$ cat config.mk
export PLATFORM = sky130hd
export DESIGN_NAME = psram_bus_decoder
export DESIGN_NICKNAME = d
export VERILOG_FILES = /design/src/rtl/psram_pkg.sv /design/src/rtl/psram_pin_sampler.sv /design/src/rtl/psram_op_decode.sv /design/src/rtl/psram_cfg_regs.sv /design/src/rtl/psram_state_track.sv /design/src/rtl/psram_dq_drive.sv /design/src/rtl/psram_bus_decoder.sv
export SDC_FILE = /design/constraint.sdc
export NUM_CORES = 1
export LEC_CHECK = 0
export BUFFER_PORTS_ARGS = -buffer_cell sky130_fd_sc_hd__buf_2
export CAP_MARGIN = 10
export CORE_ASPECT_RATIO = 1.5
export CORE_UTILIZATION = 40
export CTS_BUF_LIST = sky130_fd_sc_hd__clkbuf_8
export DETAILED_ROUTE_END_ITERATION = 7
export SYNTH_ARGS = -nofsm -noshare
export SYNTH_HDL_FRONTEND = slang
export SYNTH_SLANG_ARGS = --single-unit
$ cat constraint.sdc
create_clock -name clk -period 4 [get_ports clk]
set_input_delay 0.8 -clock clk [delete_from_list [all_inputs] [get_ports clk]]
set_output_delay 0.8 -clock clk [all_outputs]
set_load 0.005 [all_outputs]
$ cat src/rtl/psram_pkg.sv
package psram_pkg;

    localparam int DW        = 16;
    localparam int OP_N      = 11;
    localparam int OP_W      = $clog2(OP_N);
    localparam int MODE_BIT  = 15;
    localparam int WPOL_BIT  = 10;
    localparam int ARM_BIT   = 4;

    typedef logic [OP_W-1:0] op_idx_t;

    localparam op_idx_t OP_STBY  = op_idx_t'(0);
    localparam op_idx_t OP_NOP   = op_idx_t'(1);
    localparam op_idx_t OP_ARD   = op_idx_t'(2);
    localparam op_idx_t OP_AWR   = op_idx_t'(3);
    localparam op_idx_t OP_CRD   = op_idx_t'(4);
    localparam op_idx_t OP_CWR   = op_idx_t'(5);
    localparam op_idx_t OP_BRD   = op_idx_t'(6);
    localparam op_idx_t OP_BWR   = op_idx_t'(7);
    localparam op_idx_t OP_BCONT = op_idx_t'(8);
    localparam op_idx_t OP_BSUSP = op_idx_t'(9);
    localparam op_idx_t OP_DPD   = op_idx_t'(10);

    typedef enum logic [1:0] {
        BD_NONE  = 2'd0,
        BD_READ  = 2'd1,
        BD_WRITE = 2'd2
    } bdir_e;

    typedef struct packed {
        logic          bus_clk;
        logic          adv_n;
        logic          ce_n;
        logic          oe_n;
        logic          we_n;
        logic          cre;
        logic          ub_n;
        logic          lb_n;
        logic          cfg_sel;
        logic [DW-1:0] wdata;
    } pins_t;

    localparam pins_t PINS_IDLE = '{bus_clk: 1'b0, adv_n: 1'b1, ce_n: 1'b1,
                                    oe_n: 1'b1, we_n: 1'b1, cre: 1'b0,
                                    ub_n: 1'b1, lb_n: 1'b1, cfg_sel: 1'b0,
                                    wdata: '0};

    function automatic logic [1:0] lanes_of(input logic ub_n, input logic lb_n);
        return {~ub_n, ~lb_n};
    endfunction

endpackage

$ cat src/rtl/psram_pin_sampler.sv
module psram_pin_sampler
    import psram_pkg::*;
(
    input  logic  clk,
    input  logic  rst,
    input  pins_t pins_d,
    output pins_t pins_q
);

    always_ff @(posedge clk) begin
        if (rst) pins_q <= PINS_IDLE;
        else     pins_q <= pins_d;
    end

endmodule

$ cat src/rtl/psram_op_decode.sv
module psram_op_decode
    import psram_pkg::*;
(
    input  logic            bus_clk,
    input  logic            adv_n,
    input  logic            ce_n,
    input  logic            oe_n,
    input  logic            we_n,
    input  logic            cre,
    input  logic            async_mode,
    input  logic            dpd,
    input  bdir_e           bdir,
    output op_idx_t         op_idx,
    output logic [OP_N-1:0] op_oh
);

    logic rd_pair, wr_pair;

    assign rd_pair = we_n && !oe_n;
    assign wr_pair = !we_n && oe_n;

    always_comb begin
        op_idx = OP_NOP;
        if (dpd) begin
            op_idx = OP_DPD;
        end else if (ce_n) begin
            op_idx = OP_STBY;
        end else if (!adv_n) begin
            if (cre) begin
                if (wr_pair)      op_idx = OP_CWR;
                else if (rd_pair) op_idx = OP_CRD;
            end else if (async_mode) begin
                if (rd_pair)      op_idx = OP_ARD;
                else if (wr_pair) op_idx = OP_AWR;
            end else begin
                if (we_n)         op_idx = OP_BRD;
                else if (oe_n)    op_idx = bus_clk ? OP_BWR : OP_AWR;
            end
        end else if (!async_mode && !cre) begin
            unique case (bdir)
                BD_READ:  op_idx = oe_n ? OP_BSUSP : OP_BCONT;
                BD_WRITE: op_idx = OP_BCONT;
                default:  op_idx = OP_NOP;
            endcase
        end
    end

    for (genvar i = 0; i < OP_N; i++) begin : g_onehot
        assign op_oh[i] = (op_idx == op_idx_t'(i));
    end

endmodule

$ cat src/rtl/psram_cfg_regs.sv
module psram_cfg_regs
    import psram_pkg::*;
#(
    parameter logic [DW-1:0] BUS_RST = 16'h8400,
    parameter logic [DW-1:0] REF_RST = 16'h0010
) (
    input  logic          clk,
    input  logic          rst,
    input  logic          wr_en,
    input  logic          sel,
    input  logic [DW-1:0] wdata,
    output logic [DW-1:0] bus_reg,
    output logic [DW-1:0] ref_reg,
    output logic [DW-1:0] rd_data
);

    always_ff @(posedge clk) begin
        if (rst) begin
            bus_reg <= BUS_RST;
            ref_reg <= REF_RST;
        end else if (wr_en) begin
            if (sel) ref_reg <= wdata;
            else     bus_reg <= wdata;
        end
    end

    assign rd_data = sel ? ref_reg : bus_reg;

endmodule

$ cat src/rtl/psram_state_track.sv
module psram_state_track
    import psram_pkg::*;
(
    input  logic    clk,
    input  logic    rst,
    input  logic    ce_n_q,
    input  logic    arm_n,
    input  op_idx_t op_idx,
    output logic    dpd,
    output bdir_e   bdir
);

    logic ce_prev;
    logic ce_rise, ce_fall;

    assign ce_rise = ce_n_q && !ce_prev;
    assign ce_fall = !ce_n_q && ce_prev;

    always_ff @(posedge clk) begin
        if (rst) begin
            ce_prev <= 1'b1;
            dpd     <= 1'b0;
            bdir    <= BD_NONE;
        end else begin
            ce_prev <= ce_n_q;
            if (!dpd && ce_rise && !arm_n) dpd <= 1'b1;
            else if (dpd && ce_fall)        dpd <= 1'b0;
            if (dpd || ce_n_q) begin
                bdir <= BD_NONE;
            end else begin
                unique case (op_idx)
                    OP_BRD:                         bdir <= BD_READ;
                    OP_BWR:                         bdir <= BD_WRITE;
                    OP_ARD, OP_AWR, OP_CRD, OP_CWR: bdir <= BD_NONE;
                    default:                        bdir <= bdir;
                endcase
            end
        end
    end

    AST_CE_HIGH_CLOSES_BURST: assert property (@(posedge clk) disable iff (rst)
        ce_n_q |=> bdir == BD_NONE) else $error("burst left open after CE high");

endmodule

$ cat src/rtl/psram_dq_drive.sv
module psram_dq_drive
    import psram_pkg::*;
(
    input  logic          op_ard,
    input  logic          op_awr,
    input  logic          op_crd,
    input  logic          op_brd,
    input  logic          op_bwr,
    input  logic          op_bcont,
    input  bdir_e         bdir,
    input  logic          ce_n_q,
    input  logic          dpd,
    input  logic          ub_n,
    input  logic          lb_n,
    input  logic          wait_pol,
    input  logic          arr_wait,
    input  logic [DW-1:0] arr_rdata,
    input  logic [DW-1:0] cfg_rdata,
    output logic [1:0]    lane_en,
    output logic [1:0]    dq_oe,
    output logic [DW-1:0] dq_out,
    output logic          wait_out,
    output logic          wait_oe
);

    logic       moves_data, array_read, busy;
    logic [1:0] lanes;

    assign lanes      = lanes_of(ub_n, lb_n);
    assign moves_data = op_ard || op_awr || op_bcont;
    assign array_read = op_ard || (op_bcont && bdir == BD_READ);
    assign busy       = op_brd || op_bwr || (op_bcont && arr_wait);

    always_comb begin
        lane_en = moves_data ? lanes : 2'b00;
        if (op_crd) begin
            dq_oe  = 2'b11;
            dq_out = cfg_rdata;
        end else if (array_read) begin
            dq_oe  = lanes;
            dq_out = arr_rdata;
        end else begin
            dq_oe  = 2'b00;
            dq_out = '0;
        end
        wait_oe  = !ce_n_q && !dpd;
        wait_out = wait_oe && (busy ? wait_pol : !wait_pol);
    end

endmodule

$ cat src/rtl/psram_bus_decoder.sv
module psram_bus_decoder
    import psram_pkg::*;
#(
    parameter logic [15:0] BUS_RST = 16'h8400,
    parameter logic [15:0] REF_RST = 16'h0010
) (
    input  logic            clk,
    input  logic            rst,
    input  logic            bus_clk,
    input  logic            adv_n,
    input  logic            ce_n,
    input  logic            oe_n,
    input  logic            we_n,
    input  logic            cre,
    input  logic            ub_n,
    input  logic            lb_n,
    input  logic            cfg_sel,
    input  logic [15:0]     cfg_wdata,
    input  logic [15:0]     arr_rdata,
    input  logic            arr_wait,
    output logic [10:0]     op_code,
    output logic [1:0]      lane_en,
    output logic [15:0]     dq_out,
    output logic [1:0]      dq_oe,
    output logic            wait_out,
    output logic            wait_oe,
    output logic            dpd_active
);

    pins_t           pd, pq;
    op_idx_t         op_idx;
    logic [OP_N-1:0] op_oh;
    logic [DW-1:0]   bus_reg, ref_reg, cfg_rdata;
    logic            dpd;
    bdir_e           bdir;

    assign pd = '{bus_clk: bus_clk, adv_n: adv_n, ce_n: ce_n, oe_n: oe_n,
                  we_n: we_n, cre: cre, ub_n: ub_n, lb_n: lb_n,
                  cfg_sel: cfg_sel, wdata: cfg_wdata};

    psram_pin_sampler u_smp (
        .clk    (clk),
        .rst    (rst),
        .pins_d (pd),
        .pins_q (pq)
    );

    psram_op_decode u_dec (
        .bus_clk    (pq.bus_clk),
        .adv_n      (pq.adv_n),
        .ce_n       (pq.ce_n),
        .oe_n       (pq.oe_n),
        .we_n       (pq.we_n),
        .cre        (pq.cre),
        .async_mode (bus_reg[MODE_BIT]),
        .dpd        (dpd),
        .bdir       (bdir),
        .op_idx     (op_idx),
        .op_oh      (op_oh)
    );

    psram_cfg_regs #(
        .BUS_RST (BUS_RST),
        .REF_RST (REF_RST)
    ) u_cfg (
        .clk     (clk),
        .rst     (rst),
        .wr_en   (op_oh[OP_CWR]),
        .sel     (pq.cfg_sel),
        .wdata   (pq.wdata),
        .bus_reg (bus_reg),
        .ref_reg (ref_reg),
        .rd_data (cfg_rdata)
    );

    psram_state_track u_st (
        .clk    (clk),
        .rst    (rst),
        .ce_n_q (pq.ce_n),
        .arm_n  (ref_reg[ARM_BIT]),
        .op_idx (op_idx),
        .dpd    (dpd),
        .bdir   (bdir)
    );

    psram_dq_drive u_drv (
        .op_ard    (op_oh[OP_ARD]),
        .op_awr    (op_oh[OP_AWR]),
        .op_crd    (op_oh[OP_CRD]),
        .op_brd    (op_oh[OP_BRD]),
        .op_bwr    (op_oh[OP_BWR]),
        .op_bcont  (op_oh[OP_BCONT]),
        .bdir      (bdir),
        .ce_n_q    (pq.ce_n),
        .dpd       (dpd),
        .ub_n      (pq.ub_n),
        .lb_n      (pq.lb_n),
        .wait_pol  (bus_reg[WPOL_BIT]),
        .arr_wait  (arr_wait),
        .arr_rdata (arr_rdata),
        .cfg_rdata (cfg_rdata),
        .lane_en   (lane_en),
        .dq_oe     (dq_oe),
        .dq_out    (dq_out),
        .wait_out  (wait_out),
        .wait_oe   (wait_oe)
    );

    assign op_code    = op_oh;
    assign dpd_active = dpd;

    AST_STANDBY_QUIET: assert property (@(posedge clk) disable iff (rst)
        (!dpd_active && pq.ce_n) |-> (dq_oe == 2'b00 && lane_en == 2'b00 && !wait_oe))
        else $error("standby drives outputs");
    AST_CWR_NO_DRIVE: assert property (@(posedge clk) disable iff (rst)
        op_code[OP_CWR] |-> dq_oe == 2'b00) else $error("config write drives DQ");
    AST_SUSPEND_RELEASE: assert property (@(posedge clk) disable iff (rst)
        op_code[OP_BSUSP] |-> dq_oe == 2'b00) else $error("suspend drives DQ");
    AST_LANE_MATCH: assert property (@(posedge clk) disable iff (rst)
        (lane_en != 2'b00) |-> lane_en == {~pq.ub_n, ~pq.lb_n}) else $error("lane mismatch");
    AST_WAIT_POLARITY: assert property (@(posedge clk) disable iff (rst)
        (wait_oe && op_code[OP_BRD]) |-> wait_out == bus_reg[WPOL_BIT])
        else $error("WAIT polarity wrong");
    AST_DPD_QUIET: assert property (@(posedge clk) disable iff (rst)
        dpd_active |-> (!wait_oe && dq_oe == 2'b00 && op_code[OP_DPD]))
        else $error("DPD not quiet");
    AST_DPD_FREEZE: assert property (@(posedge clk) disable iff (rst)
        dpd_active |=> ($stable(bus_reg) && $stable(ref_reg)))
        else $error("register changed in DPD");
    AST_DPD_EXIT: assert property (@(posedge clk) disable iff (rst)
        (dpd_active && !pq.ce_n && $past(pq.ce_n)) |=> !dpd_active)
        else $error("DPD not left on CE fall");

endmodule

==> impl_metrics.ini <==
[run_status]
status = finished, final reports clean

[critical_path]
worstSetupPathType = flip-flop to output pin
startpoint = u_st.bdir[0]
critPathLaunchType = flip-flop
r2r_slack_ns = 1.40
reg2regPathDepth = 8
worstSetupEndpointType = output pin
regToRegStartpoint = u_smp.pins_q[20]
crit_path_max_incr_delay_ns = 0.60
worst-path-max-fanout = 18
slowest_stage = a22o_1
path_cells = inv_1 -> ha_1 -> or4b_4 -> nor2_4 -> a22o_1 -> a32oi_1 -> nor2_1 -> buf_2
cp.arrival_ns = 2.73
required_ns = 3.20
r2r_end = u_cfg.bus_reg[12]

[floorplan]
die_area_um2 = 7990
ios = 78
start_util_pct = 41.7
die_y_um = 109
fp.coreArea_um2 = 7320
rows = 38
die_x_um = 73.3

[final_layout]
largest_register_ff_count = 25
synthToLayoutAreaGrowth_pct = 20.2
multi_input_area_um2 = 1630
num_antenna_cells = 0
stdcell_area_um2 = 3670
seqCellArea_um2 = 1220
fin_nets = 434
fillers = 737
layout_common_cells = buf_2 (77), dfxtp_1 (61), nand2b_1 (45)
layout_commonest_cell = buf_2
stdcell_count = 491
drive_above_1_share_pct = 32.2

[clocking]
clk_path_buf_depth = 2
clk_pin_slew_ns = 0.06
cts_buffers = 9
clk-insertion-delay-late_ns = 0.34
cts.sinks = 61
cts_resized = 0
htreeDepth = 3
cts_root_buffer = clkbuf_8
hold_buffers = 0
cts_setup_buffers = 0
cts_tree = yes

[power]
clock_power_share_pct = 47.7
combinationalPowerShare_pct = 6.1
sequentialPowerShare_pct = 46.2
total_leakage_power_uw = 0.00162
max-vdd-ir-drop_mv = 0.226
cellPowerDensity_nw_per_um2 = 374
p_sw_uw = 281
p_sw_share_pct = 20.5
power.internal_uw = 1090

[global_route]
grt_pass1_vias = 2308
track_usage_pct = 18.2
grt.overflow.total = 0
grt_pass1_wl_mm = 10.8
grt_max_degree = 81
antenna_found_initial = 0

[route]
antenna_left = 0
viasPerCell = 4.92
wirelength_mm = 6.69
drtIter0Drc = 137
route.detailed.drc = 0
wl_per_cell_um = 13.6
vias = 2414
first_pass_iters = 4

[place]
dp.cells = 475
port-buffer-count = 77
dp_slack_ns = 0.822
hpwl_mm = 4.61
place.gp.congestion = 0.875
place_area_um2 = 3430

[synthesis]
synth_top_area_share_pct = 40.0
ys_warn_count = 0
syn-num-nets = 372
synthTopCellsByArea = dfxtp_1 (40%), mux2i_1 (11%), nand2b_1 (9.2%)
synth-async-reset-ratio_pct = 0
yosys.area.top_type = dfxtp_1
yosys_register_bits = 61
syn_inst = 324
ys_types = 40
synth.cell_area_um2 = 3050
synthFlopType = dfxtp_1
synth_edf_count = 0
syn_avg_cell_area_um2 = 9.42
seq_area_frac_synth_pct = 40.0

[timing]
tns_ns = 0
finalMaxSlewViolations = 0
skew_ns = 0.00909
period_share_pct = 88.3
fmax_mhz = 283
rsz0062_at_grt = false
hold_violations = 0
fin_ws_ns = 0.469
max-slew-margin-rel_pct = 27.2
hold_slack_ns = 0.473
min_period_ns = 3.53
worst_pin_slew_ns = 1.09
setup_viol = 0

[min_path]
hp-start = u_smp.pins_q[10]
hp-class = flip-flop to flip-flop
min_to = u_cfg.ref_reg[10]
min_delay_path_depth = 2

[job]
maxCapViolations = 0
layout make-up:
| type | count | area share [%] |
|---|---|---|
| clock buffers | 10 | 3.75 |
| well taps | 100 | 3.41 |
| inverters | 9 | 0.921 |
| clock inverters | 6 | 2.80 |
| repair buffers | 82 | 11.5 |
| multi-input cells | 223 | 44.3 |
| flip-flops and latches | 61 | 33.3 |
worst max-delay path: cells and delay by family, from the launching register on:
kind                     cells  cell delay [ns]
AND/OR/NAND/NOR              3             0.79
adder cells (fa/ha/maj)      1             0.28
AO/OA/AOI/OAI                2             0.79
flip-flops                   1             0.35
buffers and inverters        2             0.18
routing by layer:
layer / track usage [%] / routed length [µm] / vias to the layer above
met5: 0 / 0 / -
met4: 9.20 / 146 / 0
met3: 4.25 / 284 / 15
met2: 31.2 / 3430 / 75
met1: 21.0 / 2830 / 1102
li1: - / - / 1222
cell usage after synthesis, types with 3 or more instances:
library cell	count
a21oi_1	4
a32oi_1	17
buf_2	5
buf_4	8
buf_6	3
clkbuf_1	14
dfxtp_1	61
ha_1	4
inv_1	8
mux2_2	16
mux2i_1	34
nand2b_1	45
nand3_1	3
nor2_1	33
nor2b_1	21
nor3_1	7
o21ai_0	5
or2_2	7
or3_1	3
kinds of logic (layout without fill, tap and decap cells):
family / count (synthesis) / in the layout / synth area share, %
AND/OR/NAND/NOR: 133 / 133 / 25.4
buffers and inverters: 40 / 107 / 6.84
adder cells (fa/ha/maj): 4 / 4 / 1.64
flip-flops: 61 / 61 / 40.0
multiplexers: 50 / 50 / 17.0
AO/OA/AOI/OAI: 36 / 36 / 9.10
metrics by stage:
step | util (%) | power [µW]
after CTS | 50.1 | 1390
after global placement | 46.8 | 732
after global routing | 50.1 | 1430
after detailed placement | 46.8 | 733
after floorplan | - | 697
final | 50.1 | 1370
worst max path at each step:
stage	end	cells past startpoint
finish	dq_out[14]	8
global route	dq_out[2]	8
detailed placement	dq_out[11]	8
global placement	dq_out[12]	8
CTS	dq_out[11]	8
floorplan	op_code[5]	8
power by group through the flow:
| stage | Combinational, µW | Clock (µW) | Sequential [µW] |
|---|---|---|---|
| after global placement | 83.7 | 0 | 648 |
| after floorplan | 56.1 | 0 | 641 |
| after CTS | 84.8 | 671 | 634 |
| after detailed placement | 84.6 | 0 | 648 |
| after global routing | 92.6 | 705 | 636 |
| final | 83.3 | 656 | 634 |
No activity file was read; power rests on OpenSTA's default activity.
